File: src/rtl/ecc_pkg.sv
package ecc_pkg;

  typedef enum logic [1:0] {
    ST_DATA = 2'd0,
    ST_CODE = 2'd1,
    ST_CMP  = 2'd2,
    ST_DONE = 2'd3
  } ecc_state_e;

  typedef struct packed {
    logic rec;
    logic mul;
    logic cod;
  } ecc_flags_t;

  // Bit b of the mask is set when bit k of the index b is set.
  function automatic logic [63:0] col_sel(input int k);
    logic [63:0] r;
    for (int b = 0; b < 64; b++) begin
      r[b] = ((b >> k) & 1) == 1;
    end
    return r;
  endfunction

endpackage

File: src/rtl/ecc_accum.sv
module ecc_accum
  import ecc_pkg::*;
#(
  parameter int COL_W = 4,
  parameter int ROW_W = 12
) (
  input  logic                     clk,
  input  logic                     rst_n,
  input  logic                     clr,
  input  logic                     en,
  input  logic [ROW_W-1:0]         idx,
  input  logic [(1<<COL_W)-1:0]    din,
  input  logic                     din_ones,
  output logic [COL_W+ROW_W-1:0]   acc_p,
  output logic [COL_W+ROW_W-1:0]   acc_n,
  output logic                     all_ones
);

  localparam int DW = 1 << COL_W;
  localparam int CW = COL_W + ROW_W;

  logic [COL_W-1:0] col_p, col_n;
  logic             word_par;
  logic [CW-1:0]    add_p, add_n;
  logic [CW-1:0]    p_d, n_d;
  logic             ones_d;
  logic             upd;

  // Column terms: parity of the set bits whose bit index has bit k at 1 (or at 0).
  genvar k;
  generate
    for (k = 0; k < COL_W; k++) begin : g_col
      localparam logic [DW-1:0] SEL = DW'(col_sel(k));
      assign col_p[k] = ^(din & SEL);
      assign col_n[k] = ^(din & ~SEL);
    end
  endgenerate

  // Row terms: an odd word toggles the word-index bits or their complement.
  assign word_par = ^din;
  assign add_p    = {(word_par ? idx  : {ROW_W{1'b0}}), col_p};
  assign add_n    = {(word_par ? ~idx : {ROW_W{1'b0}}), col_n};
  assign upd      = clr | en;

  always_comb begin
    p_d    = clr ? '0   : acc_p;
    n_d    = clr ? '0   : acc_n;
    ones_d = clr ? 1'b1 : all_ones;
    if (en) begin
      p_d    = p_d ^ add_p;
      n_d    = n_d ^ add_n;
      ones_d = ones_d & din_ones;
    end
  end

  always_ff @(posedge clk or negedge rst_n) begin
    if (!rst_n) begin
      acc_p    <= '0;
      acc_n    <= '0;
      all_ones <= 1'b1;
    end else if (upd) begin
      acc_p    <= p_d;
      acc_n    <= n_d;
      all_ones <= ones_d;
    end
  end

  AST_ACC_CLEARED: assert property (@(posedge clk) disable iff (!rst_n)
    (clr && !en) |=> (acc_p == '0 && acc_n == '0 && all_ones));

  AST_ACC_IDLE_HOLD: assert property (@(posedge clk) disable iff (!rst_n)
    (!clr && !en) |=> ($stable(acc_p) && $stable(acc_n)));

endmodule

File: src/rtl/ecc_code_cap.sv
module ecc_code_cap #(
  parameter int DW = 16,
  parameter int SW = 32,
  parameter int IW = 2
) (
  input  logic          clk,
  input  logic          rst_n,
  input  logic          clr,
  input  logic          en,
  input  logic          wide,
  input  logic [IW-1:0] idx,
  input  logic [DW-1:0] din,
  output logic [SW-1:0] code_q
);

  localparam int HW = DW / 2;
  localparam int NN = SW / HW;
  localparam int NW = SW / DW;

  logic [SW-1:0] code_d;

  always_comb begin
    code_d = clr ? '0 : code_q;
    if (en) begin
      for (int j = 0; j < NN; j++) begin
        if (!wide && idx == IW'(j)) code_d[j*HW +: HW] = din[HW-1:0];
      end
      for (int j = 0; j < NW; j++) begin
        if (wide && idx == IW'(j)) code_d[j*DW +: DW] = din;
      end
    end
  end

  always_ff @(posedge clk or negedge rst_n) begin
    if (!rst_n) begin
      code_q <= '0;
    end else if (clr || en) begin
      code_q <= code_d;
    end
  end

  AST_CAP_NARROW_LANE: assert property (@(posedge clk) disable iff (!rst_n)
    (en && !clr && !wide && idx == '0) |=> (code_q[HW-1:0] == $past(din[HW-1:0])));

endmodule

File: src/rtl/ecc_classify.sv
module ecc_classify
  import ecc_pkg::*;
#(
  parameter int CW = 16
) (
  input  logic [CW-1:0]   acc_p,
  input  logic [CW-1:0]   acc_n,
  input  logic [2*CW-1:0] stored,
  input  logic            data_ones,
  output ecc_flags_t      flags,
  output logic [CW-1:0]   loc
);

  logic [CW-1:0] syn_p, syn_n;
  logic          code_ones;

  assign syn_p     = acc_p ^ stored[CW-1:0];
  assign syn_n     = acc_n ^ stored[2*CW-1:CW];
  assign code_ones = &stored;

  always_comb begin
    flags = '0;
    loc   = syn_p;
    if (data_ones && code_ones) begin
      flags.rec = 1'b1;
      flags.mul = 1'b1;
      loc       = '1;
    end else if ({syn_n, syn_p} == '0) begin
      flags = '0;
    end else if ($onehot({syn_n, syn_p})) begin
      flags.rec = 1'b1;
      flags.cod = 1'b1;
    end else if (syn_p == ~syn_n) begin
      flags.rec = 1'b1;
    end else begin
      flags.rec = 1'b1;
      flags.mul = 1'b1;
    end
  end

endmodule

File: src/rtl/ecc_page_engine.sv
module ecc_page_engine
  import ecc_pkg::*;
#(
  parameter int BASE_BYTES = 528,
  parameter int COL_W      = 4,
  parameter int ROW_W      = 12
) (
  input  logic                   clk,
  input  logic                   rst_n,
  input  logic                   mode_we,
  input  logic [1:0]             mode_span,
  input  logic                   mode_wide,
  input  logic                   cmd_clr,
  input  logic                   bus_valid,
  input  logic [(1<<COL_W)-1:0]  bus_data,
  output logic [COL_W+ROW_W-1:0] par_word,
  output logic [COL_W+ROW_W-1:0] npar_word,
  output logic                   st_rec,
  output logic                   st_mul,
  output logic                   st_code,
  output logic                   chk_done
);

  localparam int DW     = 1 << COL_W;
  localparam int HW     = DW / 2;
  localparam int CW     = COL_W + ROW_W;
  localparam int SW     = 2 * CW;
  localparam int N_STRB = SW / HW;
  localparam int W_STRB = SW / DW;
  localparam int CIW    = $clog2(N_STRB);
  localparam int CNT_W  = $clog2(BASE_BYTES * 8 + 1);

  // Reset: asynchronous assert, synchronous release
  logic [1:0] rst_pipe;
  logic       rst_i_n;

  always_ff @(posedge clk or negedge rst_n) begin
    if (!rst_n) rst_pipe <= '0;
    else        rst_pipe <= {rst_pipe[0], 1'b1};
  end
  assign rst_i_n = rst_pipe[1];

  // Mode register
  logic [1:0] span_q;
  logic       wide_q;

  always_ff @(posedge clk or negedge rst_i_n) begin
    if (!rst_i_n) begin
      span_q <= 2'd0;
      wide_q <= 1'b0;
    end else if (mode_we) begin
      span_q <= mode_span;
      wide_q <= mode_wide;
    end
  end

  logic [CNT_W-1:0] page_bytes, page_words;
  assign page_bytes = CNT_W'(BASE_BYTES) << span_q;
  assign page_words = wide_q ? (page_bytes >> 1) : page_bytes;

  // Sequencer
  ecc_state_e       state_q, state_d;
  logic [CNT_W-1:0] word_q, word_d;
  logic [CIW-1:0]   ccnt_q, ccnt_d;
  logic             clr_any, in_code, in_cmp, in_done;
  logic             new_page, take_word, take_code;
  logic             word_last, code_last;

  assign clr_any   = cmd_clr | mode_we;
  assign in_code   = (state_q == ST_CODE);
  assign in_cmp    = (state_q == ST_CMP);
  assign in_done   = (state_q == ST_DONE);
  assign take_word = bus_valid & ~clr_any & ((state_q == ST_DATA) | in_done);
  assign new_page  = bus_valid & ~clr_any & in_done;
  assign take_code = bus_valid & ~clr_any & in_code;
  assign word_last = (word_q == page_words - CNT_W'(1));
  assign code_last = wide_q ? (ccnt_q == CIW'(W_STRB - 1)) : (ccnt_q == CIW'(N_STRB - 1));

  always_comb begin
    state_d = state_q;
    word_d  = word_q;
    ccnt_d  = ccnt_q;
    if (clr_any) begin
      state_d = ST_DATA;
      word_d  = '0;
      ccnt_d  = '0;
    end else begin
      unique case (state_q)
        ST_DATA: if (bus_valid) begin
          if (word_last) begin
            state_d = ST_CODE;
            word_d  = '0;
            ccnt_d  = '0;
          end else begin
            word_d  = word_q + CNT_W'(1);
          end
        end
        ST_CODE: if (bus_valid) begin
          if (code_last) state_d = ST_CMP;
          else           ccnt_d  = ccnt_q + CIW'(1);
        end
        ST_CMP:  state_d = ST_DONE;
        ST_DONE: if (bus_valid) begin
          state_d = ST_DATA;
          word_d  = CNT_W'(1);
          ccnt_d  = '0;
        end
        default: state_d = ST_DATA;
      endcase
    end
  end

  always_ff @(posedge clk or negedge rst_i_n) begin
    if (!rst_i_n) begin
      state_q <= ST_DATA;
      word_q  <= '0;
      ccnt_q  <= '0;
    end else begin
      state_q <= state_d;
      word_q  <= word_d;
      ccnt_q  <= ccnt_d;
    end
  end

  // Datapath
  logic [DW-1:0]    data_m;
  logic             data_ones;
  logic [ROW_W-1:0] row_idx;
  logic [CW-1:0]    acc_p, acc_n;
  logic             all_ones;
  logic [SW-1:0]    code_q;

  assign data_m    = wide_q ? bus_data : {{HW{1'b0}}, bus_data[HW-1:0]};
  assign data_ones = wide_q ? (&bus_data) : (&bus_data[HW-1:0]);
  assign row_idx   = in_done ? '0 : word_q[ROW_W-1:0];

  ecc_accum #(.COL_W(COL_W), .ROW_W(ROW_W)) u_accum (
    .clk      (clk),
    .rst_n    (rst_i_n),
    .clr      (clr_any | new_page),
    .en       (take_word),
    .idx      (row_idx),
    .din      (data_m),
    .din_ones (data_ones),
    .acc_p    (acc_p),
    .acc_n    (acc_n),
    .all_ones (all_ones)
  );

  ecc_code_cap #(.DW(DW), .SW(SW), .IW(CIW)) u_cap (
    .clk    (clk),
    .rst_n  (rst_i_n),
    .clr    (clr_any | new_page),
    .en     (take_code),
    .wide   (wide_q),
    .idx    (ccnt_q),
    .din    (bus_data),
    .code_q (code_q)
  );

  ecc_flags_t    cls_flags, res_flags_q, res_flags_d;
  logic [CW-1:0] cls_loc, res_loc_q, res_loc_d;

  ecc_classify #(.CW(CW)) u_cls (
    .acc_p     (acc_p),
    .acc_n     (acc_n),
    .stored    (code_q),
    .data_ones (all_ones),
    .flags     (cls_flags),
    .loc       (cls_loc)
  );

  // Result register
  always_comb begin
    res_flags_d = res_flags_q;
    res_loc_d   = res_loc_q;
    if (clr_any || new_page) begin
      res_flags_d = '0;
      res_loc_d   = '0;
    end else if (in_cmp) begin
      res_flags_d = cls_flags;
      res_loc_d   = cls_loc;
    end
  end

  always_ff @(posedge clk or negedge rst_i_n) begin
    if (!rst_i_n) begin
      res_flags_q <= '0;
      res_loc_q   <= '0;
    end else if (clr_any || new_page || in_cmp) begin
      res_flags_q <= res_flags_d;
      res_loc_q   <= res_loc_d;
    end
  end

  assign par_word  = in_done ? res_loc_q : acc_p;
  assign npar_word = acc_n;
  assign st_rec    = res_flags_q.rec;
  assign st_mul    = res_flags_q.mul;
  assign st_code   = res_flags_q.cod;
  assign chk_done  = in_done;

  // Assertions
  AST_CLEAR_EMPTIES: assert property (@(posedge clk) disable iff (!rst_i_n)
    clr_any |=> (par_word == '0 && npar_word == '0 && !chk_done && !st_rec));

  AST_WORD_IN_SPAN: assert property (@(posedge clk) disable iff (!rst_i_n)
    word_q < page_words);

  AST_CHECK_LATENCY: assert property (@(posedge clk) disable iff (!rst_i_n)
    (take_code && code_last) ##1 !clr_any |=> chk_done);

  AST_RESULT_HOLD: assert property (@(posedge clk) disable iff (!rst_i_n)
    (chk_done && !bus_valid && !clr_any) |=>
      (chk_done && $stable(par_word) && $stable({st_rec, st_mul, st_code})));

  AST_KIND_EXCLUSIVE: assert property (@(posedge clk) disable iff (!rst_i_n)
    !(st_mul && st_code));

  AST_KIND_IMPLIES_REC: assert property (@(posedge clk) disable iff (!rst_i_n)
    (st_mul || st_code) |-> st_rec);

  AST_NEW_PAGE_CLEARS: assert property (@(posedge clk) disable iff (!rst_i_n)
    new_page |=> (!chk_done && !st_rec && !st_mul && !st_code));

endmodule

File: config.mk
export PLATFORM = sky130hd
export DESIGN_NAME = ecc_page_engine
export DESIGN_NICKNAME = d
export VERILOG_FILES = /design/src/rtl/ecc_pkg.sv /design/src/rtl/ecc_accum.sv /design/src/rtl/ecc_code_cap.sv /design/src/rtl/ecc_classify.sv /design/src/rtl/ecc_page_engine.sv
export SDC_FILE = /design/constraint.sdc
export NUM_CORES = 1
export LEC_CHECK = 0
export ABC_AREA = 0
export BUFFER_PORTS_ARGS = -buffer_cell sky130_fd_sc_hd__buf_2
export CAP_MARGIN = 20
export CELL_PAD_IN_SITES_DETAIL_PLACEMENT = 0
export CELL_PAD_IN_SITES_GLOBAL_PLACEMENT = 1
export CORE_MARGIN = 1
export CORE_UTILIZATION = 50
export CTS_CLUSTER_DIAMETER = 120
export CTS_CLUSTER_SIZE = 16
export DETAILED_ROUTE_END_ITERATION = 16
export GPL_ROUTABILITY_DRIVEN = 1
export PLACE_DENSITY_LB_ADDON = 0.1
export SETUP_SLACK_MARGIN = 0.05
export SYNTH_ARGS = -nofsm -noshare
export SYNTH_HDL_FRONTEND = slang
export SYNTH_SLANG_ARGS = --single-unit
File: constraint.sdc
create_clock -name clk -period 5.25 [get_ports clk]
set_input_delay 0.2625 -clock clk [delete_from_list [all_inputs] [get_ports clk]]
set_output_delay 0.2625 -clock clk [all_outputs]
set_load 0.1 [all_outputs]
* After elaboration in Yosys (flattened, before gate mapping)
Cells that the tools add are included.
Word-level totals: flip-flop bits (word level) 106, input bits 24, output and inout bits 36, logic and storage cells 164
Cells by class: reduce and logical (&&, ||, !) cells 33, muxes and demuxes 51, shift-type cells 1, eq/ne operators 15, add/sub/neg operators 34, bitwise operators 16
Operators with widths (count):
- $mux W16 | 11
- $reduce_xor A16 Y1 | 9
- $add A6 B6 Y6 | 15
- $mux W13 | 5
- $mux W32 | 2
- $xor A16 B16 Y16 | 4
- $mux W12 | 3
- $add A1 B1 Y2 | 16
- $logic_not A32 Y1 | 1
- $mux W8 | 4
- $reduce_and A32 Y1 | 1
- $pmux W13 S2 | 1
- $mux W2 | 12
- $eq A16 B16 Y1 | 1
- $not A16 Y16 | 1
- $reduce_and A16 Y1 | 1
- $ne A3 B3 Y1 const B | 5
- $add A13 B1 Y13 const B | 1
- $eq A13 B13 Y1 | 1
- $shl A10 B2 Y13 const A | 1
- $sub A13 B1 Y13 const B | 1
- $not A12 Y12 | 1
- $mux W3 | 3
- $eq A2 B2 Y1 const B | 4
- 22 further kinds | 46

* Depth between registers and ports, before layout
word-level depth 12, gate-level depth with buffers 21, mapped depth without buffers 21

* Modules after synthesis
A second synthesis with hierarchy kept.
Second synthesis, totals: cell total of the unflattened synthesis 785, area, all modules 7653.6 um^2
By module, submodules not included:
- ecc_page_engine | sequential area each 1026.0 um^2, cells an instance 278, instances 1, area each 2615.0 um^2
- ecc_accum | sequential area each 827.0 um^2, cells an instance 185, instances 1, area each 1916.8 um^2
- ecc_code_cap | sequential area each 800.8 um^2, cells an instance 149, instances 1, area each 1580.3 um^2
- ecc_classify | sequential area each 0.0 um^2, cells an instance 173, instances 1, area each 1541.5 um^2

* Worst setup path after synthesis
Ideal clock, no wire load.
kind reg-to-reg, start point register u_accum.acc_n[6], end point register res_flags_q (netlist bit st_mul), setup slack -0.531 ns, stages on the path, launching flop included 18, buffers on the path 0, setup time 0.122 ns, required time 5.128 ns, arrival 5.659 ns, period minus slack after synthesis 5.781 ns, cell sequence dfrtp_1 xnor2_1 inv_1 ha_1 inv_1 fa_1 inv_1 fa_1 inv_1 fa_1 fa_1 fa_1 inv_1 ha_1 or4b_2 nor4b_1 inv_1 a32o_1
Between the ends: longest elaborated chain between the ends 12, elaborated cells between the ends (all ways) 16, those cells by class add/sub: 5; eq/ne: 2; mux: 6; bitwise: 2; reduce/logical: 1
RTL lines:
- start: declaration | line ecc_accum.sv:15 | output logic [COL_W+ROW_W-1:0] acc_n,
- start signal: assignment | line ecc_accum.sv:63 | acc_n <= n_d;
- $xor A16 B16 Y16 * | line ecc_classify.sv:18 | assign syn_n = acc_n ^ stored[2*CW-1:CW];
- $add A1 B1 Y2 (not written as such) | line ecc_classify.sv:30 | end else if ($onehot({syn_n, syn_p})) begin
- $add A6 B6 Y6 (not written as such) (4 in series) | line ecc_classify.sv:30
- $eq A6 B1 Y1 | line ecc_classify.sv:30
- $mux W1 | line ecc_classify.sv:30
- $mux W3 * | line ecc_classify.sv:28 | end else if ({syn_n, syn_p} == '0) begin
- $mux W2 * | line ecc_classify.sv:24 | if (data_ones && code_ones) begin
- $mux W3 * | line ecc_page_engine.sv:180 | end else if (in_cmp) begin
- $mux W3 * | line ecc_page_engine.sv:177 | if (clr_any || new_page) begin
- end signal: assignment | line ecc_page_engine.sv:191 | res_flags_q <= res_flags_d;
- end: declaration | line ecc_page_engine.sv:161 | ecc_flags_t cls_flags, res_flags_q, res_flags_d;
Mark *: on every way between the ends. The rest lies on a longest branch, timed or not. The select of a mux whose other input is x is not followed. A chain may end at the register's enable or synchronous reset.

* Worst setup path in the final report
start point register u_cap.code_q[5], end point register res_flags_q (netlist bit st_mul)
Between the ends: longest elaborated chain between the ends 12, elaborated cells between the ends (all ways) 17, those cells by class add/sub: 5; eq/ne: 2; mux: 6; bitwise: 1; reduce/logical: 3
RTL lines:
- start: declaration | line ecc_code_cap.sv:13 | output logic [SW-1:0] code_q
- start signal: assignment | line ecc_code_cap.sv:38 | code_q <= code_d;
- $xor A16 B16 Y16 | line ecc_classify.sv:17 | assign syn_p = acc_p ^ stored[CW-1:0];
- $add A1 B1 Y2 (not written as such) | line ecc_classify.sv:30
- $add A6 B6 Y6 (not written as such) (4 in series) | line ecc_classify.sv:30
- $eq A6 B1 Y1 | line ecc_classify.sv:30
- $mux W1 | line ecc_classify.sv:30
- $mux W3 | line ecc_classify.sv:28
- $mux W2 * | line ecc_classify.sv:24
- $mux W3 * | line ecc_page_engine.sv:180
- $mux W3 * | line ecc_page_engine.sv:177
Marks and branches as above.

==> flow_summary.json <==
{
  "viasPerCell": 5.56,
  "synth_top_area_cell": "dfrtp_1",
  "drt_iter0_drc": 431,
  "die_width_um": 129,
  "yosysTopAreaCellShare": 0.327,
  "r2r_start": "u_cap.code_q[5]$_DFFE_PN0P_",
  "stdcell_count": 1195,
  "clock_skew_ns": 0.0111,
  "power.density_nw_per_um2": 268,
  "ir_worst_vdd_v": 0.000157,
  "synth-seq-area-share": 0.330,
  "cts.sinks": 106,
  "syn_area_per_cell_sq_um": 8.79,
  "wire_per_inst_um": 18.9,
  "detail-route-antenna-nets": 0,
  "arrival_ns": 5.41,
  "crit_type": "reg -> reg",
  "rows": 46,
  "hold-path-endpoint": "wide_q$_DFFE_PN0P_",
  "hold_depth": 3,
  "gp_congestion": 0.896,
  "ios": 60,
  "final_core_util": 0.584,
  "drive_gt1_frac": 0.187,
  "async_flop_share": 1.00,
  "syn_area_sq_um": 8050,
  "reg2reg_setup_slack_ns": 0.09,
  "area_growth_pct": 14.6,
  "cts_tree": "yes",
  "fin_crit_sh": 0.984,
  "dp_hpwl_um": 17100,
  "cp-end-kind": "register",
  "path_max_fanout": 4,
  "syn_nets": 1020,
  "clk_path_buf_depth": 2,
  "grt_max_degree": 60,
  "yosys-top-cells-area": "dfrtp_1 (33%), xnor2_1 (9.0%), ha_1 (8.6%)",
  "setup-violations-final": 0,
  "hp-class": "in -> reg",
  "rsz0062_at_grt": "true",
  "worst_pin_slew_ns": 0.916,
  "numCtsBuffers": 9,
  "r2r_end": "st_mul$_DFFE_PN0P_",
  "holdWs_ns": 0.113,
  "fin_area_sq_um": 9220,
  "syn-instance-count": 915,
  "portBuffers": 59,
  "status": "completed",
  "nets": 1079,
  "first_global_vias": 6581,
  "htreeDepth": 3,
  "fmax_mhz": 194,
  "multi_input_area_sq_um": 5020,
  "ff_latch_area_sq_um": 2670,
  "hp-start": "mode_wide",
  "grt_pass1_wl_um": 36300,
  "slew-limit-headroom": 0.387,
  "cellLeakagePower_nw": 4.13,
  "slew_violations": 0,
  "core_area_sq_um": 15800,
  "dp_cells": 1167,
  "clockRootBuffer": "clkbuf_16",
  "required_ns": 5.50,
  "antenna_found_initial": 0,
  "clk_pin_slew_ns": 0.09,
  "rr_worst_depth": 19,
  "nFillCells": 1424,
  "cap_violations": 0,
  "yosys_warnings": 0,
  "die_y_um": 129,
  "dieArea_sq_um": 16600,
  "synth_cell_types": 59,
  "grt_usage": 0.292,
  "startpoint_type": "register",
  "ys_ff_latch": 106,
  "drc": 0,
  "clk_latency_ns": 0.36,
  "dr_total_vias": 6643,
  "hold_viol_final": 0,
  "post-route-min-period_ns": 5.16,
  "synth_edf_count": 0,
  "overflow": 0,
  "antenna_cells": 0,
  "synthFlopType": "dfrtp_1",
  "placedInstanceArea_sq_um": 8710,
  "firstDrtPassIters": 5,
  "initial_core_util": 0.510,
  "drt_wl_total_um": 22600
}
-- metal layers --
metal / track usage / share of wire / up-vias
met4: 0.0761 / 0.014 / 0
li1: - / - / 3152
met2: 0.505 / 0.51 / 180
met5: 0 / 0 / -
met1: 0.383 / 0.43 / 3287
met3: 0.0449 / 0.042 / 24
-- cells in the final DEF, fill, tap and decap left out, types with 16 or more instances in the layout --
| cell | synthesis | final |
|---|---|---|
| nand2_1 | 125 | 125 |
| xor2_1 | 30 | 25 |
| nor2b_1 | 18 | 18 |
| nand4_1 | 22 | 22 |
| o21ai_0 | 41 | 41 |
| fa_1 | 26 | 22 |
| a21oi_1 | 29 | 27 |
| mux2_2 | 20 | 20 |
| nand3_1 | 24 | 24 |
| nor3_1 | 18 | 18 |
| ha_1 | 55 | 53 |
| dfrtp_1 | 105 | 93 |
| a31oi_1 | 17 | 17 |
| a22oi_1 | 16 | 16 |
| buf_4 | 1 | 42 |
| buf_2 | 9 | 59 |
| inv_1 | 89 | 88 |
| xnor2_1 | 83 | 73 |
| nor2_1 | 57 | 57 |
-- cell type report --
cell class | count | area share
Multi-Input combinational cell | 666 | 0.545
Sequential cell | 106 | 0.290
Timing Repair Buffer | 102 | 0.0673
Inverter | 89 | 0.0362
Tap cell | 216 | 0.0293
Clock buffer | 9 | 0.0244
Clock inverter | 7 | 0.00815
-- where the power goes --
part	switching, W	internal [W]	leakage [nW]
clock	0.000355	0.000337	0.143
sequential	0.0000406	0.000840	1.44
combinational	0.000541	0.000353	2.55
-- through the flow --
step	setup WS, ns	power, W	setup TNS [ns]
finish	0.0860	0.00247	0
global route	-0.108	0.00260	-0.108
CTS	0.0587	0.00247	0
detailed placement	0.0329	0.00178	0
global placement	0.0929	0.00176	0
floorplan	0.0872	0.00159	0
-- what timing repair did --
action	CTS	global route
endpoints found under the hold margin	2	0
pin swaps	5	6
buffers inserted	6	5
setup endpoints to repair	1	2
hold buffers	1	0
resized for setup	3	17
-- registers in the layout, indices dropped and copies added (netlist names) --
register	count
ccnt_q	2
res_loc_q	16
rst_pipe	2
span_q	2
st_code	1
st_mul	1
st_rec	1
state_q	2
u_accum.acc_n	16
u_accum.acc_p	16
u_accum.all_ones	1
u_cap.code_q	32
wide_q	1
word_q	13
-- worst max-delay path: stages, from the launching register on --
cell and delay, ns:
dfrtp_1 0.44, xnor2_1 0.15, buf_4 0.15, inv_1 0.05, ha_2 0.17, inv_2 0.04
fa_1 0.48, fa_1 0.52, fa_1 0.54, fa_1 0.57, fa_1 0.41, inv_1 0.07
ha_2 0.20, inv_1 0.07, fa_2 0.37, a2111oi_4 0.21, a21oi_2 0.08, nor4b_4 0.23
inv_1 0.07, a32o_1 0.24
-- cells by family (layout without fill, tap and decap cells) --
| logic type | after synthesis | in the layout | synth area share |
|---|---|---|---|
| other | 1 | 1 | 0.000466 |
| buffers and inverters | 143 | 207 | 0.0686 |
| adder cells (fa/ha/maj) | 82 | 82 | 0.151 |
| multiplexers | 29 | 29 | 0.0392 |
| flip-flops | 106 | 106 | 0.330 |
| AO/OA/AOI/OAI | 132 | 132 | 0.100 |
| XOR/XNOR | 115 | 115 | 0.129 |
| AND/OR/NAND/NOR | 307 | 307 | 0.181 |
-- synth_stat cells, types with 2 or more instances --
cell type and number:
nand2_1 125, dfrtp_1 105, inv_1 89, xnor2_1 83, nor2_1 57, ha_1 55
o21ai_0 41, clkbuf_1 39, xor2_1 30, a21oi_1 29, fa_1 26, nand3_1 24
nand4_1 22, mux2_2 20, nor2b_1 18, nor3_1 18, a31oi_1 17, a22oi_1 16
buf_2 9, mux2i_1 9, nor4_1 9, o211ai_1 7, nor3b_1 6, buf_1 5
o2111ai_1 5, and3_1 4, nand3b_1 3, nor4b_1 3, or4_1 3, a21o_1 2
a41oi_1 2, nand2b_1 2, nor3_2 2, o21a_1 2, o31ai_1 2, or2_2 2
or3_1 2
-- worst max path at each step --
stage	startpoint	slack, ns	end
finish	u_cap.code_q[5]$_DFFE_PN0P_	0.09	st_mul$_DFFE_PN0P_
detailed placement	u_cap.code_q[0]$_DFFE_PN0P_	0.03	st_mul$_DFFE_PN0P_
CTS	u_cap.code_q[15]$_DFFE_PN0P_	0.06	st_mul$_DFFE_PN0P_
global route	u_cap.code_q[15]$_DFFE_PN0P_	-0.11	st_mul$_DFFE_PN0P_
floorplan	u_accum.acc_n[6]$_DFFE_PN0P_	0.09	st_mul$_DFFE_PN0P_
global placement	u_cap.code_q[5]$_DFFE_PN0P_	0.09	st_mul$_DFFE_PN0P_
(Power assumes the default switching activity.)
